**config.mk**
```make
export PLATFORM = sky130hd
export DESIGN_NAME = csk_adder_top
export DESIGN_NICKNAME = d
export VERILOG_FILES = /design/src/rtl/csk_pkg.sv /design/src/rtl/csk_group.sv /design/src/rtl/csk_chain.sv /design/src/rtl/csk_adder_top.sv
export SDC_FILE = /design/constraint.sdc
export NUM_CORES = 1
export LEC_CHECK = 0
export BUFFER_PORTS_ARGS = -buffer_cell sky130_fd_sc_hd__buf_4
export CORE_MARGIN = 1
export CORE_UTILIZATION = 40
export CTS_CLUSTER_SIZE = 40
export DETAILED_ROUTE_END_ITERATION = 10
export PLACE_DENSITY_LB_ADDON = 0.05
export REMOVE_ABC_BUFFERS = 1
export SLEW_MARGIN = 15
export SYNTH_ARGS = -nofsm -noshare
export SYNTH_HDL_FRONTEND = slang
export SYNTH_SLANG_ARGS = --single-unit
```
**constraint.sdc**
```tcl
create_clock -name clk -period 9.95 [get_ports clk]
set_input_delay 0.4975 -clock clk [delete_from_list [all_inputs] [get_ports clk]]
set_output_delay 0.4975 -clock clk [all_outputs]
set_load 0.01 [all_outputs]
```
**src/rtl/csk_pkg.sv**
```systemverilog
package csk_pkg;
  function automatic int unsigned group_count(input int unsigned width, input int unsigned grp);
    return width / grp;
  endfunction
endpackage

```
**src/rtl/csk_group.sv**
```systemverilog
module csk_group #(
  parameter int unsigned BW = 5
) (
  input  logic [BW-1:0] ga,
  input  logic [BW-1:0] gb,
  input  logic          gci,
  output logic [BW-1:0] gsum,
  output logic          gco_ripple,
  output logic          gco_skip
);
  logic [BW-1:0] prop;
  logic [BW-1:0] gen;
  logic [BW:0]   chain;
  logic          grp_prop;

  assign prop     = ga ^ gb;
  assign gen      = ga & gb;
  assign chain[0] = gci;

  for (genvar i = 0; i < BW; i++) begin : g_bit
    assign chain[i+1] = gen[i] | (prop[i] & chain[i]);
  end

  assign gsum       = prop ^ chain[BW-1:0];
  assign grp_prop   = &prop;
  assign gco_ripple = chain[BW];
  // bypass: an all-propagate group hands its carry-in straight on
  assign gco_skip   = grp_prop ? gci : chain[BW];
endmodule

```
**src/rtl/csk_chain.sv**
```systemverilog
module csk_chain #(
  parameter int unsigned N  = 20,
  parameter int unsigned BW = 5
) (
  input  logic [N-1:0]                              a,
  input  logic [N-1:0]                              b,
  input  logic                                      ci,
  output logic [N-1:0]                              s,
  output logic                                      co,
  output logic [csk_pkg::group_count(N, BW)-1:0]    rip_co,
  output logic [csk_pkg::group_count(N, BW)-1:0]    skp_co
);
  localparam int unsigned NG = csk_pkg::group_count(N, BW);

  if ((N % BW) != 0 || BW == 0) begin : g_bad_cfg
    $error("csk_chain: N must be a whole multiple of BW");
  end

  logic [NG:0] gc;
  assign gc[0] = ci;

  for (genvar k = 0; k < NG; k++) begin : g_grp
    csk_group #(.BW(BW)) u_grp (
      .ga        (a[k*BW +: BW]),
      .gb        (b[k*BW +: BW]),
      .gci       (gc[k]),
      .gsum      (s[k*BW +: BW]),
      .gco_ripple(rip_co[k]),
      .gco_skip  (skp_co[k])
    );
    assign gc[k+1] = skp_co[k];
  end

  assign co = gc[NG];
endmodule

```
**src/rtl/csk_adder_top.sv**
```systemverilog
module csk_adder_top #(
  parameter int unsigned N  = 20,
  parameter int unsigned BW = 5
) (
  input  logic         clk,
  input  logic         rst,
  input  logic [N-1:0] opa,
  input  logic [N-1:0] opb,
  input  logic         cin,
  output logic [N-1:0] sum_q,
  output logic         cout_q
);
  localparam int unsigned NG = csk_pkg::group_count(N, BW);

  logic [N-1:0]  sum_d;
  logic          cout_d;
  logic [NG-1:0] rip_co;
  logic [NG-1:0] skp_co;

  csk_chain #(.N(N), .BW(BW)) u_chain (
    .a     (opa),
    .b     (opb),
    .ci    (cin),
    .s     (sum_d),
    .co    (cout_d),
    .rip_co(rip_co),
    .skp_co(skp_co)
  );

  always_ff @(posedge clk) begin
    if (rst) begin
      sum_q  <= '0;
      cout_q <= 1'b0;
    end else begin
      sum_q  <= sum_d;
      cout_q <= cout_d;
    end
  end
endmodule

```
==> qor.csv <==
stage,metric,value,unit
status,status,"complete, no violations",
sta,fin_setup_tns,0,ns
setup_path,worst_setup_path_start_kind,primary input,
detailed_routing,firstDrtPassIters,4,
layout,num_antenna_cells,0,
synthesis,ys_ff_latch,21,
clock_tree,cts_hold_buffers,0,
layout,regArea,420.4,sq um
synthesis,ys_types,18,
sta,layout_worst_path_cycle_share,90.57,%
floorplan,ios,64,
floorplan,die_h,60.37,um
place,gp_congestion,0.7441,
global_routing,grt_pass1_vias,1013,
pwr,finalPower,216.2,uW
place,dp_hpwl,2051,um
synthesis,ys.warnings.count,0,
detailed_routing,wire_per_inst,10.68,um
worst_hold_path,hold_class,primary input to flip-flop,
sta,max-slew-margin-rel,86.13,%
layout,syn_to_final_growth,40.22,%
layout,drive_gt1_share,41.62,%
setup_path,cp.required,10.20,ns
pwr,p_leak,0.0009362,uW
sta,period_needed,9.012,ns
setup_path,crit_fanout,2,
synthesis,synth_top_area_cell,dfxtp_1,
detailed_routing,vias,945,
run,cap_violations,0,
place,pre_cts_ws,0.6141,ns
clock_tree,cts_buffer_depth,2,
clock_tree,cts_root_buf,clkbuf_4,
sta,final_hold_viol_count,0,
floorplan,coreArea,3153,sq um
pwr,peakVddDrop,0.04001,mV
setup_path,cpMostUsedCell,fa_1,
detailed_routing,drt_iter0_drc,10,
sta,worstMarginPinSlew,0.2080,ns
sta,setup_viol,0,
synthesis,synth_cells,108,
setup_path,slowest_delay,0.41,ns
sta,layout_setup_ws,0.9383,ns
floorplan,dieArea,3644,sq um
global_routing,grt_pass1_wl,3995,um
global_routing,grt_overflow,0,
sta,fmax,111.0,MHz
synthesis,synthesis.area,1363,sq um
global_routing,grt_antenna_before_repair,0,
setup_path,critPathSlowestCell,fa_1,
floorplan,start_util,43.21,%
detailed_routing,final_antenna_net_count,0,
layout,multiInputGateArea,904.6,sq um
sta,final_max_slew_viol_count,0,
synthesis,synthTopCellsByArea,"dfxtp_1 (31%), fa_1 (29%), ha_1 (18%)",
detailed_routing,routed_wl,2318,um
synthesis,yosysTopAreaCellShare,30.85,%
place,placement.io_buffers,63,
clock_tree,cts_resized,0,
setup_path,path_buf_inv,5,
sta,rsz0062_at_grt,no,
pwr,powerDensity,113.1,nW/um^2
global_routing,grt_max_degree,22,
floorplan,die_w,60.37,um
setup_path,critPathCaptureType,flip-flop,
layout,fillers,267,
clock_tree,htreeDepth,1,
synthesis,avgSynthCellArea,12.62,sq um
detailed_routing,routed_via_density,4.355,
clock_tree,cts_tree,built,
floorplan,row_count,20,
setup_path,critical_path.top_delay_family,adder cells,
synthesis,synth_seq_area_share,30.85,%
clock_tree,post-cts-setup-buffer-count,0,
layout,fin_nets,257,
clock_tree,clkTransAtPathRegs,0.11,ns
detailed_routing,post-route-drc-count,0,
clock_tree,cts.sink_count,21,
clock_tree,numCtsBuffers,3,
setup_path,worst_ep_arrival_time,9.26,ns
setup_path,critPathKind,primary input to flip-flop,
global_routing,track_usage,15.09,%
## synthesized netlist by cell type (all sizes together)
cell    number
a31oi        1
nor2b       18
o21ba        1
nand2        3
inv          8
dfxtp       21
mux2         1
nand3        3
nand4        1
fa          20
and3         2
a31o         1
a21oi        1
o21a         1
nor2         4
clkbuf       2
ha          20
## routing by layer
layer	vias up	global-route usage [%]	share of wire (%)	routed length, um
met1	441	16.55	35	816
li1	460	-	-	-
met5	-	0	0	0
met3	5	3.198	8.2	189
met4	0	7.973	2.4	55
met2	39	27.16	54	1257
## cell type report
cell class	instances	share of cell area, %
clock inverters	1	0.2620
multi-input cells	77	47.35
clock buffers	3	1.179
well taps	44	2.881
inverters	8	1.572
repair buffers	63	24.75
flip-flops and latches	21	22.00
## through the flow
| step | hold WS, ns | instance area (sq um) | instances | utilization [%] |
|---|---|---|---|---|
| 2_1_floorplan | 0.5642 | 1355 | 106 | - |
| 3_3_place_gp | 0.8276 | 1883 | 213 | 59.72 |
| 3_5_place_dp | 0.8415 | 1883 | 213 | 59.72 |
| 4_1_cts | 0.5111 | 1911 | 217 | 60.60 |
| 5_1_grt | 0.5135 | 1911 | 217 | 60.60 |
| 6_report | 0.5063 | 1911 | 217 | 60.60 |
## cells by family (layout without fill, tap and decap cells)
| group | after synthesis | after routing | synth area share, % |
|---|---|---|---|
| buf+inv | 10 | 75 | 2.755 |
| simple gates | 31 | 31 | 13.04 |
| fa+ha+maj | 40 | 40 | 47.75 |
| compound gates | 5 | 5 | 4.500 |
| flops | 21 | 21 | 30.85 |
| mux | 1 | 1 | 1.102 |
## worst paths after layout
| path | from | endpoint | cells after the start |
|---|---|---|---|
| worst min-delay path | rst | sum_q[19] | 2 |
| worst max-delay path | opa[0] | sum_q[19] | 31 |
## flip-flops by register name (all words and copies together), names as in the netlist
name	count
cout_q	1
sum_q	20
## where the power goes
group,internal [uW],leakage [uW],switching (uW)
sequential,95.2,0.000175,2.85
combinational,44.2,0.000743,33.1
clock,15.0,0.0000177,25.8
total,154,0.000936,61.7
## cell usage in the layout, fill, tap and decap left out
cell      Yosys  final
o21a_1        1      1
dfxtp_1      21     21
a31o_4        1      1
nand3_1       3      3
nand4_1       1      1
buf_4         0     63
a21oi_1       1      1
fa_1         20     20
nor2b_1      18     18
mux2_4        1      1
nand2_1       3      3
and3_4        1      1
inv_1         8      8
and3_1        1      1
clkinv_2      0      1
ha_1         20     20
nor2_1        4      4
a31oi_4       1      1
clkbuf_4      0      3
o21ba_2       1      1
Power figures use the tool's default switching activity.
